<file path="src/rtl/bitrev_pwm_pkg.sv">
package bitrev_pwm_pkg;

  typedef enum logic {
    CMP_LINEAR   = 1'b0,
    CMP_REVERSED = 1'b1
  } cmp_mode_e;

endpackage

</file>
<file path="src/rtl/bitrev_pwm_prescale.sv">
module bitrev_pwm_prescale #(
  parameter int PRESCALE = 0
) (
  input  logic clk,
  input  logic rst,
  input  logic tick_en,
  output logic step
);

  generate
    if (PRESCALE == 0) begin : g_direct
      assign step = tick_en;
    end else begin : g_divide
      localparam int PW = $clog2(PRESCALE + 1);
      localparam logic [PW-1:0] LAST = PW'(PRESCALE);
      logic [PW-1:0] div_q;

      assign step = tick_en && (div_q == LAST);

      always_ff @(posedge clk) begin
        if (rst) begin
          div_q <= '0;
        end else if (tick_en) begin
          if (div_q == LAST) div_q <= '0;
          else               div_q <= div_q + 1'b1;
        end
      end
    end
  endgenerate

endmodule

</file>
<file path="src/rtl/bitrev_pwm_period.sv">
module bitrev_pwm_period
  import bitrev_pwm_pkg::*;
#(
  parameter int WIDTH = 8
) (
  input  logic             clk,
  input  logic             rst,
  input  logic             step,
  input  logic [WIDTH-1:0] duty,
  input  logic             mode_rev,
  output logic [WIDTH-1:0] cnt,
  output logic [WIDTH-1:0] duty_hold,
  output cmp_mode_e        mode_hold
);

  localparam logic [WIDTH-1:0] TOP = '1;

  logic at_wrap;
  assign at_wrap = step && (cnt == TOP);

  always_ff @(posedge clk) begin
    if (rst) begin
      cnt <= '0;
    end else if (step) begin
      cnt <= cnt + 1'b1;
    end
  end

  always_ff @(posedge clk) begin
    if (rst) begin
      duty_hold <= '0;
      mode_hold <= CMP_LINEAR;
    end else if (at_wrap) begin
      duty_hold <= duty;
      mode_hold <= cmp_mode_e'(mode_rev);
    end
  end

endmodule

</file>
<file path="src/rtl/bitrev_pwm_compare.sv">
module bitrev_pwm_compare
  import bitrev_pwm_pkg::*;
#(
  parameter int WIDTH = 8
) (
  input  logic [WIDTH-1:0] cnt,
  input  logic [WIDTH-1:0] duty_hold,
  input  cmp_mode_e        mode_hold,
  output logic             hit
);

  logic [WIDTH-1:0] swapped;
  logic [WIDTH-1:0] operand;

  generate
    for (genvar i = 0; i < WIDTH; i++) begin : g_swap
      assign swapped[WIDTH-1-i] = cnt[i];
    end
  endgenerate

  assign operand = (mode_hold == CMP_REVERSED) ? swapped : cnt;
  assign hit     = operand < duty_hold;

endmodule

</file>
<file path="src/rtl/bitrev_pwm_dac.sv">
module bitrev_pwm_dac
  import bitrev_pwm_pkg::*;
#(
  parameter int WIDTH    = 8,
  parameter int PRESCALE = 0
) (
  input  logic             clk,
  input  logic             rst,
  input  logic             tick_en,
  input  logic             mode_rev,
  input  logic [WIDTH-1:0] duty,
  output logic             pwm_out
);

  logic             step;
  logic [WIDTH-1:0] cnt;
  logic [WIDTH-1:0] duty_hold;
  cmp_mode_e        mode_hold;
  logic             hit;

  bitrev_pwm_prescale #(.PRESCALE(PRESCALE)) u_prescale (
    .clk     (clk),
    .rst     (rst),
    .tick_en (tick_en),
    .step    (step)
  );

  bitrev_pwm_period #(.WIDTH(WIDTH)) u_period (
    .clk       (clk),
    .rst       (rst),
    .step      (step),
    .duty      (duty),
    .mode_rev  (mode_rev),
    .cnt       (cnt),
    .duty_hold (duty_hold),
    .mode_hold (mode_hold)
  );

  bitrev_pwm_compare #(.WIDTH(WIDTH)) u_compare (
    .cnt       (cnt),
    .duty_hold (duty_hold),
    .mode_hold (mode_hold),
    .hit       (hit)
  );

  always_ff @(posedge clk) begin
    if (rst) pwm_out <= 1'b0;
    else     pwm_out <= hit;
  end

endmodule

</file>
<file path="config.mk">
export PLATFORM = sky130hd
export DESIGN_NAME = bitrev_pwm_dac
export DESIGN_NICKNAME = d
export VERILOG_FILES = /design/src/rtl/bitrev_pwm_pkg.sv /design/src/rtl/bitrev_pwm_prescale.sv /design/src/rtl/bitrev_pwm_period.sv /design/src/rtl/bitrev_pwm_compare.sv /design/src/rtl/bitrev_pwm_dac.sv
export SDC_FILE = /design/constraint.sdc
export NUM_CORES = 1
export LEC_CHECK = 0
export ABC_AREA = 1
export BUFFER_PORTS_ARGS = -buffer_cell sky130_fd_sc_hd__clkbuf_2
export CORE_UTILIZATION = 54
export DETAILED_ROUTE_END_ITERATION = 6
export GPL_TIMING_DRIVEN = 0
export PLACE_DENSITY = 0.75
export SLEW_MARGIN = 20
export SYNTH_ARGS = -nofsm -noshare
export SYNTH_HDL_FRONTEND = slang
export SYNTH_SLANG_ARGS = --single-unit
</file>
<file path="constraint.sdc">
create_clock -name clk -period 4.3 [get_ports clk]
set_clock_uncertainty 0.1 [all_clocks]
set_input_delay 0.43 -clock clk [delete_from_list [all_inputs] [get_ports clk]]
set_output_delay 0.43 -clock clk [all_outputs]
set_load 0.05 [all_outputs]
</file>
==> results of run 1 <==
[cells by family after synthesis]
| family | Yosys count | share of synthesized area (%) |
|---|---|---|
| AND/OR/NAND/NOR | 60 | 28.04 |
| buffers and inverters | 22 | 9.218 |
| AO/OA/AOI/OAI | 30 | 15.62 |
| flip-flops | 18 | 36.88 |
| adder cells (fa/ha/maj) | 8 | 10.24 |
[cells in the mapped netlist]
cell type	n
clkbuf_1	2
nor3_2	1
dfxtp_1	18
nand4_1	1
nand3_1	10
buf_6	1
nor2_4	2
o211ai_1	1
nor2_1	6
nand2_2	3
inv_1	18
nor3_1	4
clkinv_1	1
nand2_1	33
a21oi_1	18
ha_1	8
o21ai_0	11
[power by group]
group | total [mW] | leakage [nW] | switching, mW | internal, mW
registers | 0.172 | 0.146 | 0.00265 | 0.169
logic | 0.0212 | 0.256 | 0.0123 | 0.00881
clock network | 0.103 | 0.0210 | 0.0516 | 0.0516
total | 0.296 | 0.423 | 0.0666 | 0.229
[cell type report]
type                       instances  area, um2
fill                             171      603.1
multi-input combinational         98      526.8
sequential                        18      360.3
inverter                          19      71.32
timing repair buffer              12      60.06
clock buffer                       4      36.28
tap                               25      31.28
buffer                             3      18.77
[worst register-to-register path, cell delays in order, from the launching register on]
cell      delay, ps
dfxtp_1         380
clkbuf_1        290
o21ai_0         160
ha_1            300
a21oi_1         150
o211ai_1         90
a21oi_1         120
[state kept, by name, summed over array words and instances, names as in the netlist]
signal,flops
u_period.mode_hold,1
u_period.cnt,8
pwm_out,1
u_period.duty_hold,8
[metrics by stage]
step                      cell area [um2]  hold slack, ps  power, mW  instances
after detailed placement             1069           354.3     0.1967        175
final                                1105           255.1     0.2960        179
after global placement               1069           351.1     0.1961        175
after CTS                            1105           254.2     0.2995        179
after global routing                 1105           267.9     0.3098        179
after floorplan                     977.2           341.0     0.1873        138
[routing by layer]
| layer | up-vias | GRT usage [%] |
|---|---|---|
| met2 | 21 | 32.65 |
| met1 | 384 | 29.50 |
| met4 | 0 | 10.91 |
| met5 | - | 0 |
| li1 | 482 | - |
| met3 | 5 | 3.673 |
[path summary, 6_finish.rpt]
kind              slack [ps]  depth (start not counted)                    end             startpoint
hold / removal           260                          2        u_period.cnt[2]                    rst
setup / recovery        2640                          6                pwm_out     u_period.mode_hold
setup reg to reg        2640                          6                pwm_out     u_period.mode_hold
hold reg to reg          370                          2  u_period.duty_hold[2]  u_period.duty_hold[2]
==> run_results.csv, run 1 <==
group,metric,value,unit
outcome,status,"complete, no violations",
floorplanning,fp.dieH,44.54,um
power,power.density,267.9,nW/um2
worst_setup_path,crit_chain,"clkbuf_1 -> o21ai_0 -> ha_1 -> a21oi_1 -> o211ai_1 -> a21oi_1",
final_layout,final_layout_size_suffix_gt1_share,14.94,%
sta,relSlewSlack,69.34,%
sta,hold_viol_final,0,
routing,drt-pass1-iter-count,4,
worst_setup_path,crit_top_cell,"a21oi_1",
routing,detail-route-antenna-nets,0,
synthesis,yosysSeqAreaShare,36.88,%
worst_setup_path,max_stage_delay,380,ps
global_route,grt_pass1_wl,3070,um
clocking,post_cts_buffers,0,
sta,fmax,0.6042,GHz
clocking,clock-sinks,18,
clocking,cts_resized,0,
worst_setup_path,worst-path-max-fanout,10,
routing,drtIter0Drc,21,
clocking,cts_root_buf,"clkbuf_4",
final_layout,layout_commonest_cell,"nand2_1",
worst_setup_path,end_kind,"register",
clocking,htreeDepth,1,
placed_design,dp_hpwl,1418,um
global_route,antenna_found_initial,0,
placed_design,io_buffers,12,
clocking,insertion_delay,290,ps
synthesis,synth_top_area_share,36.88,%
worst_setup_path,worst-endpoint-arrival,1790,ps
synthesis,syn_inst,138,
worst_setup_path,required,4430,ps
sta,layout_setup_ws,2645,ps
clocking,cts_max_path_buffers,2,
placed_design,gp_congestion,0.8240,
synthesis,ys_ff_latch,18,
sta,setup_viol,0,
floorplanning,coreArea,1708,um2
routing,route.met2.wl,807,um
routing,highest_layer,"met4",
clocking,tritoncts,"yes",
routing,drcViolationCount,0,
routing,wl_per_cell,10.02,um
final_layout,fin_nets,175,
routing,routed_wl,1793,um
global_route,grt_max_degree,11,
routing,wl_met3,66,um
floorplanning,start_util,57.22,%
sta,rsz0062_at_grt,"no",
floorplanning,ioPinCount,13,
global_route,grt_usage,21.60,%
clocking,ctsHoldBuffers,0,
worst_setup_path,critical_path_buf_inv_count,1,
routing,vias_per_cell,4.983,
power,leakage,0.4228,nW
worst_setup_path,path_class,"register to register",
floorplanning,rows,15,
final_layout,antenna_cells,0,
worst_setup_path,cp_slowest_cell,"dfxtp_1",
synthesis,synth_area_leaders,"dfxtp_1 (37%), nand2_1 (13%), ha_1 (10%)",
worst_setup_path,critPathTopFamily,"compound AO/OA/AOI/OAI gates",
routing,wl_met1,873,um
sta,fin_tns_setup,0,ps
global_route,grt_pass1_vias,722,
final_layout,final_cell_mix,"nand2_1 (33), inv_1 (18), a21oi_1 (18), dfxtp_1 (18), clkbuf_2 (12)",
final_layout,fin_util,64.69,%
synthesis,yosysTopAreaCell,"dfxtp_1",
clocking,numCtsBuffers,3,
synthesis,syn_avg_cell_area,7.081,um2
sta,timing.final.crit_share,38.49,%
synthesis,syn_nets,158,
synthesis,ys_types,17,
synthesis,netlist_area,977.2,um2
power,peakVddDrop,0.0002257,V
clocking,clk_pin_slew_worst_paths,100,ps
sta,post-route-min-period,1655,ps
placed_design,pre_cts_slack,2652,ps
synthesis,yosys_warnings,0,
final_layout,syn_to_final_growth,13.06,%
worst_setup_path,startpoint_type,"register",
sta,slew_violations,0,
sta,worstMarginPinSlew,460.0,ps
routing,vias,892,
floorplanning,die_area,1984,um2
global_route,overflow,0,
hold_path,hold_class,"input pin to register",
floorplanning,die_x,44.54,um
flow_run,cap_violations,0,
Note: power is estimated with default switching activity, not from simulation.
==> inputs of run 2 (changes only) <==
- ABC_AREA: 1 -> 0
- clock period: 4.3 -> 1.7 ns (I/O delays scaled with it)
==> run 2 against run 1 <==
The run now ends with negative hold slack, negative setup slack left. Synthesized area rose by 8.6%. Sequential share of layout area fell by 4.7 points. Sequential cell count unchanged. Wire length increased by 23%. Sequential power rose to 2.5 times the previous value. Clock-buffer cell count shrank 1. Global-route usage up 2.2 points. Cell count is 12% lower. Setup slack lost 2700 ps. Hold slack worse by 260 ps. Clock power rose by 100%. Critical endpoint unchanged. Largest cell class unchanged. Highest routed layer unchanged.
==> run_results.csv, run 2 <==
group,metric,value,unit
synthesis,synth_top_family_by_area,"simple AND/OR/NAND/NOR gates",
floorplanning,start_util,59.51,%
final_layout,fin_nets,154,
outcome,violations,"negative hold slack, negative setup slack",
final_layout,final_cell_mix,"nand2b_1 (18), dfxtp_1 (17), mux2i_1 (11), clkbuf_2 (11), inv_1 (9)",
sta,worstMarginPinSlew,504.9,ps
power,leakage,0.5042,nW
synthesis,synth-simple-area-share,22.52,%
floorplanning,die_x,46.33,um
placed_design,place_area,1150,um2
synthesis,yosys.area_share.xor_xnor,3.302,%
placed_design,dp_hpwl,1413,um
final_layout,fillerInstances,140,
floorplanning,coreArea,1783,um2
synthesis,synth_async_sr_flop_share,0,%
global_route,grt_pass1_vias,842,
floorplanning,ioPinCount,13,
clocking,insertion_delay,300,ps
sta,rsz0062_at_grt,"yes",
floorplanning,fp.dieH,46.33,um
final_layout,final_layout_size_suffix_gt1_share,28.79,%
final_layout,multiInputGateArea,706.9,um2
synthesis,synth_common_cells,"dfxtp_1 (18), nand2b_1 (18), mux2i_1 (11)",
clocking,clk_pin_slew_worst_paths,100,ps
routing,vias_per_cell,5.350,
clocking,cts_max_path_buffers,2,
worst_setup_path,path_class,"register to register",
sta,slew_violations,0,
sta,post-route-min-period,1739,ps
final_layout,seq_area,361.6,um2
synthesis,synth_compound_area_share,4.127,%
power,clock_power_share,29.1,%
clocking,htreeDepth,1,
sta,hold_viol_final,1,
sta,layout_setup_ws,-39.48,ps
synthesis,synth_edf_count,0,
sta,timing.final.crit_share,102.3,%
routing,detail-route-antenna-nets,0,
global_route,grt_usage,23.85,%
routing,drcViolationCount,0,
power,p_switching,177.7,uW
synthesis,ys_types,23,
clocking,cts_root_buf,"clkbuf_4",
power,intPower,549.4,uW
synthesis,ys_ff_latch,18,
floorplanning,die_area,2146,um2
global_route,grt_max_degree,11,
power,power.density,561.5,nW/um2
sta,relSlewSlack,66.34,%
worst_setup_path,startpoint_type,"register",
global_route,overflow,0,
synthesis,synth_top_area_share,33.96,%
synthesis,synthMuxAreaShare,19.93,%
worst_setup_path,end_kind,"register",
worst_setup_path,worst-endpoint-arrival,1830,ps
routing,vias,840,
synthesis,syn_inst,113,
routing,drt-pass1-iter-count,4,
power,comb_power_share,10.6,%
clocking,tritoncts,"yes",
synthesis,syn_avg_cell_area,9.390,um2
routing,routed_wl,2205,um
synthesis,yosysSeqAreaShare,33.96,%
routing,drtIter0Drc,15,
placed_design,gp_congestion,0.7710,
floorplanning,rows,15,
hold_path,hold_class,"input pin to register",
synthesis,netlist_area,1061,um2
synthesis,synth_area_leaders,"dfxtp_1 (34%), nand2b_1 (11%), mux2i_1 (10%)",
worst_setup_path,worst-path-max-fanout,4,
synthesis,yosys_warnings,0,
sta,fmax,0.5749,GHz
synthesis,synth_ff_type,"dfxtp_1",
final_layout,fin_area,1295,um2
final_layout,reg_top3,"u_period.cnt x8, u_period.duty_hold x8",
sta,setup_viol,1,
power,peakVddDrop,0.0004466,V
routing,wl_per_cell,14.04,um
synthesis,yosysTopAreaCell,"dfxtp_1",
final_layout,syn_to_final_growth,22.05,%
placed_design,io_buffers,11,
power,pwr-share-seq,60.3,%
synthesis,synth_fa_ha_area_share,9.434,%
global_route,grt_pass1_wl,3581,um
synthesis,syn_nets,133,
sta,holdWs,-0.4134,ps
power,totalPowerFinal,727.1,uW
final_layout,antenna_cells,0,
final_layout,layout_commonest_cell,"nand2b_1",
worst_setup_path,required,1790,ps
power,switching_share,24.44,%
clocking,clock-sinks,18,
clocking,numCtsBuffers,3,
flow_run,cap_violations,0,
placed_design,pre_cts_slack,-88.35,ps
outcome,status,"finished, violations left",
global_route,antenna_found_initial,0,
-- run 2: cell count changes after synthesis, sizes merged, moves of 2 or more --
cell and change:
nand2 -34, nand2b +18, a21oi -15, mux2i +11
nand3 -10, o21ai -10, inv -9, mux2 +9
nand4 +5, nor3 -4, xor2 +3, and3 +2
buf +2, nor2b +2
-- run 2: cells by family (layout without fill, tap and decap cells) --
group	count (synthesis)	in the layout
adders and majority gates	8	8
xor gates and xnor gates	4	4
AOI/OAI and AO/OA	7	7
and+or+nand+nor	42	42
muxes	20	20
DFF	18	18
buffers and inverters	14	33
-- run 2: area by class of cell --
class / instances / share of cell area, %
well taps: 25 / 2.415
repair buffers: 16 / 7.343
inverters: 9 / 2.609
plain buffers: 5 / 3.382
clock buffers: 3 / 1.739
multi-input cells: 81 / 54.59
flip-flops and latches: 18 / 27.92
-- run 2: worst paths after layout --
path | start | slack, ps | cells after the start | end
hold reg to reg | u_period.duty_hold[4] | 380 | 2 | u_period.duty_hold[4]
hold / removal | duty[6] | -0.4 | 3 | u_period.duty_hold[6]
setup reg to reg | u_period.mode_hold | -40 | 6 | pwm_out
setup / recovery | u_period.mode_hold | -40 | 6 | pwm_out
-- run 2: metal layers --
layer	routed length [um]	global-route usage (%)	share of wire, %	up-vias
li1	-	-	-	423
met1	987	27.79	45	394
met2	1119	42.22	51	16
met3	58	3.922	2.6	7
met4	40	10.00	1.8	0
met5	0	0	0	-
-- run 2: power groups by stage --
stage	sequential (mW)	clock, mW	combinational (mW)
CTS	0.438	0.214	0.0714
detailed placement	0.447	0	0.0686
global placement	0.447	0	0.0669
finish	0.438	0.211	0.0772
floorplan	0.450	0	0.0415
global route	0.439	0.239	0.0832
-- run 2: what timing repair did --
| item | CTS | global route |
|---|---|---|
| gates resized for setup | 9 | 5 |
| endpoints found under the setup margin | 1 | 1 |
| cloned | 1 | 0 |
| hold buffers | 0 | 1 |
| pin swaps | 4 | 5 |
| endpoints found under the hold margin | 0 | 1 |
| setup buffers | 2 | 1 |
-- run 2: metrics by stage --
step | TNS (ps) | utilization, % | instances
6_report | -39.48 | 72.63 | 157
5_1_grt | -103.7 | 72.63 | 157
4_1_cts | -49.54 | 70.11 | 155
3_5_place_dp | -88.35 | 64.49 | 149
3_3_place_gp | -55.94 | 64.49 | 149
2_1_floorplan | 0 | - | 113
-- run 2: worst max-delay path, cell delays in order (launching register included) --
cell,delay (ps)
dfxtp_2,350
buf_4,130
mux2_2,330
ha_1,280
o211ai_1,110
a311oi_2,260
nor3_1,80
